$ cat src/rtl/hbc_pkg.sv
package hbc_pkg;
   typedef enum logic [1:0] {
      CST_ZERO = 2'b00,
      CST_POS  = 2'b01,
      CST_NEG  = 2'b11
   } cell_st_e;

   function automatic int st_weight(input cell_st_e s);
      case (s)
         CST_POS: st_weight = 1;
         CST_NEG: st_weight = -1;
         default: st_weight = 0;
      endcase
   endfunction
endpackage

$ cat src/rtl/hbc_phase_ctr.sv
module hbc_phase_ctr #(
   parameter int CELLS = 4,
   parameter int SEG_W = 6,
   localparam int PW   = SEG_W + $clog2(CELLS),
   localparam int PHW  = PW + 1
) (
   input  logic             clk,
   input  logic             rst_n,
   input  logic [SEG_W-1:0] seg_len,
   output logic [SEG_W-1:0] seg_eff,
   output logic [PW-1:0]    p_half,
   output logic [PHW-1:0]   ph
);
   logic [PHW-1:0] two_p;

   assign seg_eff = (seg_len == '0) ? SEG_W'(1) : seg_len;
   assign p_half  = PW'(CELLS) * PW'(seg_eff);
   assign two_p   = {p_half, 1'b0};

   always_ff @(posedge clk or negedge rst_n) begin
      if (!rst_n)
         ph <= '0;
      else if (ph >= two_p - 1'b1)
         ph <= '0;
      else
         ph <= ph + 1'b1;
   end

   // any non-zero phase comes from a single step of the previous value
   p_ph_step_r2: assert property (@(posedge clk) disable iff (!rst_n)
      (ph != '0) |-> (ph == $past(ph) + 1'b1));
endmodule

$ cat src/rtl/hbc_cell.sv
module hbc_cell import hbc_pkg::*; #(
   parameter int CELLS = 4,
   parameter int IDX   = 0,
   parameter int SEG_W = 6,
   parameter int REF_W = 10,
   localparam int PW   = SEG_W + $clog2(CELLS),
   localparam int PHW  = PW + 1,
   localparam int CW   = ((REF_W > PW + 2) ? REF_W : PW + 2) + 1
) (
   input  logic                    clk,
   input  logic                    rst_n,
   input  logic [PHW-1:0]          ph,
   input  logic [SEG_W-1:0]        seg_eff,
   input  logic [PW-1:0]           p_half,
   input  logic signed [REF_W-1:0] ref_in,
   output logic [3:0]              gate,
   output cell_st_e                st
);
   logic [PW-1:0]         off_w;
   logic [PHW:0]          ph_sum;
   logic [PHW-1:0]        two_p;
   logic [PHW-1:0]        cph;
   logic [PW-1:0]         tri_v;
   logic signed [CW-1:0]  car_s;
   logic signed [CW-1:0]  ref_s;
   logic signed [CW-1:0]  nref_s;
   logic                  arm_a;
   logic                  arm_b;
   cell_st_e              st_nxt;
   logic                  zsel;

   // carrier position of this cell
   generate
      if (IDX == 0) begin : g_lead
         assign off_w = '0;
      end else begin : g_lag
         assign off_w = PW'(IDX) * PW'(seg_eff);
      end
   endgenerate

   assign two_p  = {p_half, 1'b0};
   assign ph_sum = {1'b0, ph} + (PHW+1)'(off_w);

   always_comb begin
      if (ph_sum >= {1'b0, two_p})
         cph = PHW'(ph_sum - {1'b0, two_p});
      else
         cph = PHW'(ph_sum);
      if (cph < {1'b0, p_half})
         tri_v = PW'(cph);
      else
         tri_v = PW'(two_p - cph);
   end

   // three-level comparison
   assign car_s  = $signed({{(CW-PW-1){1'b0}}, tri_v, 1'b0})
                 - $signed({{(CW-PW){1'b0}}, p_half});
   assign ref_s  = {{(CW-REF_W){ref_in[REF_W-1]}}, ref_in};
   assign nref_s = -ref_s;
   assign arm_a  = (ref_s > car_s);
   assign arm_b  = (nref_s > car_s);

   always_comb begin
      if (arm_a && !arm_b)
         st_nxt = CST_POS;
      else if (arm_b && !arm_a)
         st_nxt = CST_NEG;
      else
         st_nxt = CST_ZERO;
   end

   always_ff @(posedge clk or negedge rst_n) begin
      if (!rst_n) begin
         st   <= CST_ZERO;
         zsel <= 1'b0;
      end else begin
         st <= st_nxt;
         if (st_nxt == CST_ZERO && st != CST_ZERO)
            zsel <= ~zsel;
      end
   end

   // gate order: [0] arm-one upper, [1] arm-one lower, [2] arm-two upper, [3] arm-two lower
   always_comb begin
      case (st)
         CST_POS: gate = 4'b1001;
         CST_NEG: gate = 4'b0110;
         default: gate = zsel ? 4'b0101 : 4'b1010;
      endcase
   end

   p_arm_compl_r4: assert property (@(posedge clk) disable iff (!rst_n)
      (gate[1] == ~gate[0]) && (gate[3] == ~gate[2]));

   p_zero_flip_r5: assert property (@(posedge clk) disable iff (!rst_n)
      ($past(st) != CST_ZERO && st == CST_ZERO) |-> (zsel != $past(zsel)));

   p_zero_hold_r5: assert property (@(posedge clk) disable iff (!rst_n)
      ($past(st) == CST_ZERO) |-> (zsel == $past(zsel)));

   p_ref_zero_r9: assert property (@(posedge clk) disable iff (!rst_n)
      ($past(ref_in) == '0) |-> (st == CST_ZERO));
endmodule

$ cat src/rtl/hbc_level_sum.sv
module hbc_level_sum import hbc_pkg::*; #(
   parameter int CELLS = 4,
   localparam int LW   = $clog2(CELLS + 1) + 1
) (
   input  logic [CELLS-1:0][1:0] st_bits,
   output logic signed [LW-1:0]  level
);
   int acc;

   always_comb begin
      acc = 0;
      for (int k = 0; k < CELLS; k++)
         acc = acc + st_weight(cell_st_e'(st_bits[k]));
      level = LW'(acc);
   end
endmodule

$ cat src/rtl/hbridge_chain_mod.sv
module hbridge_chain_mod import hbc_pkg::*; #(
   parameter int CELLS = 4,
   parameter int SEG_W = 6,
   parameter int REF_W = 10,
   localparam int PW   = SEG_W + $clog2(CELLS),
   localparam int PHW  = PW + 1,
   localparam int LW   = $clog2(CELLS + 1) + 1
) (
   input  logic                    clk,
   input  logic                    rst_n,
   input  logic signed [REF_W-1:0] ref_in,
   input  logic [SEG_W-1:0]        seg_len,
   output logic [4*CELLS-1:0]      gates,
   output logic signed [LW-1:0]    level
);
   generate
      if (CELLS < 1 || CELLS > 64) begin : g_bad_cells
         $error("CELLS must lie in 1..64");
      end
      if (SEG_W < 1) begin : g_bad_seg
         $error("SEG_W must be at least 1");
      end
      if (REF_W < PW + 1) begin : g_bad_ref
         $error("REF_W too narrow to hold the full-scale reference");
      end
   endgenerate

   logic [SEG_W-1:0]       seg_eff;
   logic [PW-1:0]          p_half;
   logic [PHW-1:0]         ph;
   logic [CELLS-1:0][1:0]  st_bits;

   hbc_phase_ctr #(.CELLS(CELLS), .SEG_W(SEG_W)) u_ctr (
      .clk     (clk),
      .rst_n   (rst_n),
      .seg_len (seg_len),
      .seg_eff (seg_eff),
      .p_half  (p_half),
      .ph      (ph)
   );

   generate
      for (genvar k = 0; k < CELLS; k++) begin : g_cell
         cell_st_e st_k;
         hbc_cell #(
            .CELLS (CELLS),
            .IDX   (k),
            .SEG_W (SEG_W),
            .REF_W (REF_W)
         ) u_cell (
            .clk     (clk),
            .rst_n   (rst_n),
            .ph      (ph),
            .seg_eff (seg_eff),
            .p_half  (p_half),
            .ref_in  (ref_in),
            .gate    (gates[4*k +: 4]),
            .st      (st_k)
         );
         assign st_bits[k] = st_k;
      end
   endgenerate

   hbc_level_sum #(.CELLS(CELLS)) u_sum (
      .st_bits (st_bits),
      .level   (level)
   );

   p_level_range_r6: assert property (@(posedge clk) disable iff (!rst_n)
      (level <= LW'(CELLS)) && (level >= -LW'(CELLS)));

   p_level_zero_r9: assert property (@(posedge clk) disable iff (!rst_n)
      ($past(ref_in) == '0) |-> (level == '0));
endmodule

$ cat config.mk
export PLATFORM = sky130hd
export DESIGN_NAME = hbridge_chain_mod
export DESIGN_NICKNAME = d
export VERILOG_FILES = /design/src/rtl/hbc_pkg.sv /design/src/rtl/hbc_phase_ctr.sv /design/src/rtl/hbc_cell.sv /design/src/rtl/hbc_level_sum.sv /design/src/rtl/hbridge_chain_mod.sv
export SDC_FILE = /design/constraint.sdc
export NUM_CORES = 1
export LEC_CHECK = 0
export CORE_ASPECT_RATIO = 1.5
export CORE_MARGIN = 1
export CORE_UTILIZATION = 69
export CTS_CLUSTER_SIZE = 25
export DETAILED_ROUTE_END_ITERATION = 8
export PLACE_DENSITY_LB_ADDON = 0.05
export SYNTH_ARGS = -nofsm -noshare
export SYNTH_HDL_FRONTEND = slang
export SYNTH_SLANG_ARGS = --single-unit
export TNS_END_PERCENT = 10
$ cat constraint.sdc
create_clock -name clk -period 24.9 [get_ports clk]
set_input_delay 6.225 -clock clk [delete_from_list [all_inputs] [get_ports clk]]
set_output_delay 6.225 -clock clk [all_outputs]
set_load 0.05 [all_outputs]
==> Implementation_results.wiki <==
{| class="wikitable"
! Metric !! Value
|-
| Status || finished, final reports clean
|-
| Antenna cells || 0
|-
| FF-to-FF Start || u_ctr.ph[2]
|-
| Cell with the largest stage delay on the worst path || sky130_fd_sc_hd__fa_1
|-
| Number of flops mapped to enable cells by yosys || 0
|-
| Worst stage delay on the critical path || 0.58 ns
|-
| Type of destination of the critical path || flop
|-
| CTS Sinks || 21
|-
| Post-CTS sizing || 0
|-
| Hold Path Sink || g_cell[3].u_cell.zsel
|-
| Number of vias per cell || 6.20
|-
| Count of buffers from port buffering || 37
|-
| Met2 GRT Util || 0.645
|-
| Detailed placement HPWL || 16.8 mm
|-
| Pin count of the biggest net entering global routing || 22
|-
| Average routed wire per standard cell || 17.5 um
|-
| Final hold viol count || 0
|-
| Overall die height || 133 um
|-
| Initial DRC count || 224
|-
| Nets in the synthesized netlist || 1213
|-
| Signal arrival time at the worst endpoint || 16.75 ns
|-
| Final Slew Violations || 0
|-
| Total die area || 0.0119 mm2
|-
| Worst slew slack as a fraction of its limit || 0.292
|-
| Setup TNS || 0 ns
|-
| Reg-to-reg slack, setup || 15.64 ns
|-
| Number of global-route vias before repair || 6951
|-
| Critical register-to-register path endpoint || g_cell[3].u_cell.zsel
|-
| Wire length of the first global-routing pass || 32.4 mm
|-
| Die width || 89.5 um
|-
| Length of the first detailed-routing pass in iterations || 5
|-
| Total Routed Length || 20.3 mm
|-
| Predominant post-synthesis flop cell || sky130_fd_sc_hd__dfrtp_1
|-
| Kind of critical path || input pin to flop
|-
| GRT met1 Usage || 0.392
|-
| Standard-cell row count || 47
|-
| Most prevalent standard cell on the critical path || sky130_fd_sc_hd__ha_1
|-
| Vias after detailed routing || 7204
|-
| Aggregate global-route resource usage || 0.349
|-
| Number of buffers inserted by post-CTS setup repair || 0
|-
| Worst Hold Class || flop to flop
|-
| Total core area || 0.0111 mm2
|-
| Number of cells on the worst hold path || 1
|-
| Start point of the worst hold path || g_cell[3].u_cell.zsel
|-
| Quantity of hold-fixing buffers added after cts || 0
|-
| Number of distinct library cells after synthesis || 69
|-
| Clk_lat worst skew || 0.27 ns
|-
| Initial core utilization || 0.713
|-
| Antenna viol nets, final || 0
|-
| Number of buffers created by CTS || 3
|-
| Top fanout value on the critical path || 15
|-
| Clock transition at the registers of the reported paths || 0.07 ns
|-
| Area growth from synthesis to layout || 7.86%
|-
| Top Ports || 38
|-
| Worst reg-to-reg path cell count || 36
|-
| Syn Std Cell Area || 0.00793 mm2
|-
| Max Cap Viol || 0
|-
| Number of antenna violations at the first check in global routing || 0
|-
| Unrepaired setup endpoints after global routing || false
|-
| Count of warnings emitted by yosys || 0
|-
| Fill cell count || 845
|-
| Fraction of the cycle the final worst path needs || 0.666
|-
| Routability congestion estimate || 0.983
|-
| CP startpoint kind || input pin
|-
| F_max || 60.3 MHz
|-
| Post-Route Skew || 0.00436 ns
|-
| Average cell area after synthesis || 8.09 um2
|-
| Residual overflow from global routing || 0
|-
| Register bit count reported by yosys || 21
|-
| Total of endpoints with negative setup slack in the final report || 0
|-
| H-tree Lvls || 1
|-
| Fraction of layout instances using a drive strength above 1 || 0.0385
|-
| Clock root buffer || sky130_fd_sc_hd__clkbuf_16
|-
| Async S/R FF share, synth || 1.00
|-
| Most Used Layer, Global Route || met2
|-
| Met3 GRT Util || 0.0341
|-
| Fraction of the yosys area taken by sequential cells || 0.0663
|-
| Slew at the pin with the worst max-slew slack || 1.06 ns
|-
| Worst EP required || 25.06 ns
|-
| Clock tree from TritonCTS || built
|-
| Syn Inst Count || 980
|-
| Largest buffer count on any clock path || 2
|-
| DRC Markers || 0
|-
| Nets || 1248
|-
| Clock period minus final worst setup slack || 16.59 ns
|}
==> routing by layer <==
| layer | part of all wire | vias to the layer above |
|---|---|---|
| met3 | 0.037 | 70 |
| met5 | 0 | - |
| met4 | 0.045 | 0 |
| met1 | 0.41 | 3348 |
| li1 | - | 3578 |
| met2 | 0.51 | 208 |
==> placed cells by master, fill, tap and decap left out, types with 4 or more instances in the layout <==
cell                                n
sky130_fd_sc_hd__mux2_2             8
sky130_fd_sc_hd__fa_1              20
sky130_fd_sc_hd__mux2i_1            8
sky130_fd_sc_hd__o21a_1            51
sky130_fd_sc_hd__o21ai_0           53
sky130_fd_sc_hd__nand3_1           23
sky130_fd_sc_hd__clkdlybuf4s50_1   37
sky130_fd_sc_hd__a21oi_1           80
sky130_fd_sc_hd__ha_1             195
sky130_fd_sc_hd__nor3_1            15
sky130_fd_sc_hd__nor2_1            65
sky130_fd_sc_hd__dfrtp_1           21
sky130_fd_sc_hd__a21o_1            28
sky130_fd_sc_hd__nand2_1           52
sky130_fd_sc_hd__a21boi_0           5
sky130_fd_sc_hd__o21bai_1          13
sky130_fd_sc_hd__a31oi_1            8
sky130_fd_sc_hd__inv_1             97
sky130_fd_sc_hd__buf_4              6
sky130_fd_sc_hd__and3_1             6
sky130_fd_sc_hd__nand2b_1          15
sky130_fd_sc_hd__xnor2_1           66
sky130_fd_sc_hd__nor2b_1           19
sky130_fd_sc_hd__or2_2              4
sky130_fd_sc_hd__nand4_1           13
sky130_fd_sc_hd__xor2_1            34
sky130_fd_sc_hd__or3_1              7
==> synthesized netlist by cell type (19+ instances only) <==
cell | number | area [um2]
sky130_fd_sc_hd__a21o_1 | 28 | 210
sky130_fd_sc_hd__a21oi_1 | 80 | 400
sky130_fd_sc_hd__dfrtp_1 | 21 | 526
sky130_fd_sc_hd__fa_1 | 20 | 400
sky130_fd_sc_hd__ha_1 | 195 | 2440
sky130_fd_sc_hd__inv_1 | 97 | 364
sky130_fd_sc_hd__nand2_1 | 52 | 195
sky130_fd_sc_hd__nand3_1 | 23 | 115
sky130_fd_sc_hd__nor2_1 | 65 | 244
sky130_fd_sc_hd__nor2b_1 | 19 | 119
sky130_fd_sc_hd__o21a_1 | 51 | 383
sky130_fd_sc_hd__o21ai_0 | 53 | 265
sky130_fd_sc_hd__xnor2_1 | 66 | 578
sky130_fd_sc_hd__xor2_1 | 34 | 298
==> flip-flops by register name, indices dropped and copies added (netlist names) <==
register / flops
g_cell.u_cell.st: 8
u_ctr.ph: 9
g_cell.u_cell.zsel: 4
==> critical path, delay by kind of cell <==
| kind | cells | cell delay [ns] |
|---|---|---|
| xor gates and xnor gates | 3 | 0.66 |
| AOI/OAI and AO/OA | 14 | 3.27 |
| adders and majority gates | 9 | 2.90 |
| and+or+nand+nor | 13 | 2.20 |
| buffers and inverters | 5 | 1.44 |
==> metrics by stage <==
stage | hold slack, ns | setup slack, ns | cell area (um2) | utilization | std cells
final | 0.468 | 8.31 | 8550 | 0.769 | 1161
after global routing | 0.499 | 7.74 | 8550 | 0.769 | 1161
after CTS | 0.472 | 8.46 | 8550 | 0.769 | 1161
after detailed placement | 0.462 | 8.19 | 8470 | 0.762 | 1157
after global placement | 0.461 | 8.56 | 8470 | 0.762 | 1157
after floorplan | 0.439 | 9.86 | 7930 | - | 980
==> cell type report <==
class,instances,area [um2],share of cell area
multi-input combinational,847,6970,0.815
sequential,21,526,0.0615
timing repair buffer,43,415,0.0486
inverter,99,372,0.0435
tap,147,184,0.0215
clock buffer,3,75.1,0.00878
clock inverter,1,7.51,0.000878
==> cell families (layout without fill, tap and decap cells) <==
kind of cell / count (synthesis) / count (layout) / share of synthesized area
xor gates and xnor gates: 101 / 101 / 0.113
buffers and inverters: 112 / 146 / 0.0543
muxes: 17 / 17 / 0.0234
adders and majority gates: 218 / 218 / 0.362
DFF: 21 / 21 / 0.0663
AOI/OAI and AO/OA: 270 / 270 / 0.229
and+or+nand+nor: 241 / 241 / 0.152
==> worst max-delay path by stage <==
stage                          start               endpoint  slack (ns)
after CTS                 seg_len[2]  g_cell[3].u_cell.zsel        8.46
after global routing      seg_len[2]  g_cell[3].u_cell.zsel        7.74
after global placement    seg_len[2]  g_cell[3].u_cell.zsel        8.56
final                     seg_len[2]  g_cell[3].u_cell.zsel        8.31
after floorplan           seg_len[2]  g_cell[3].u_cell.zsel        9.86
after detailed placement  seg_len[2]  g_cell[3].u_cell.zsel        8.19
Power is left out: the tool's default activity adds up to more than one toggle a clock period on the data nets, which glitch-free logic cannot reach.
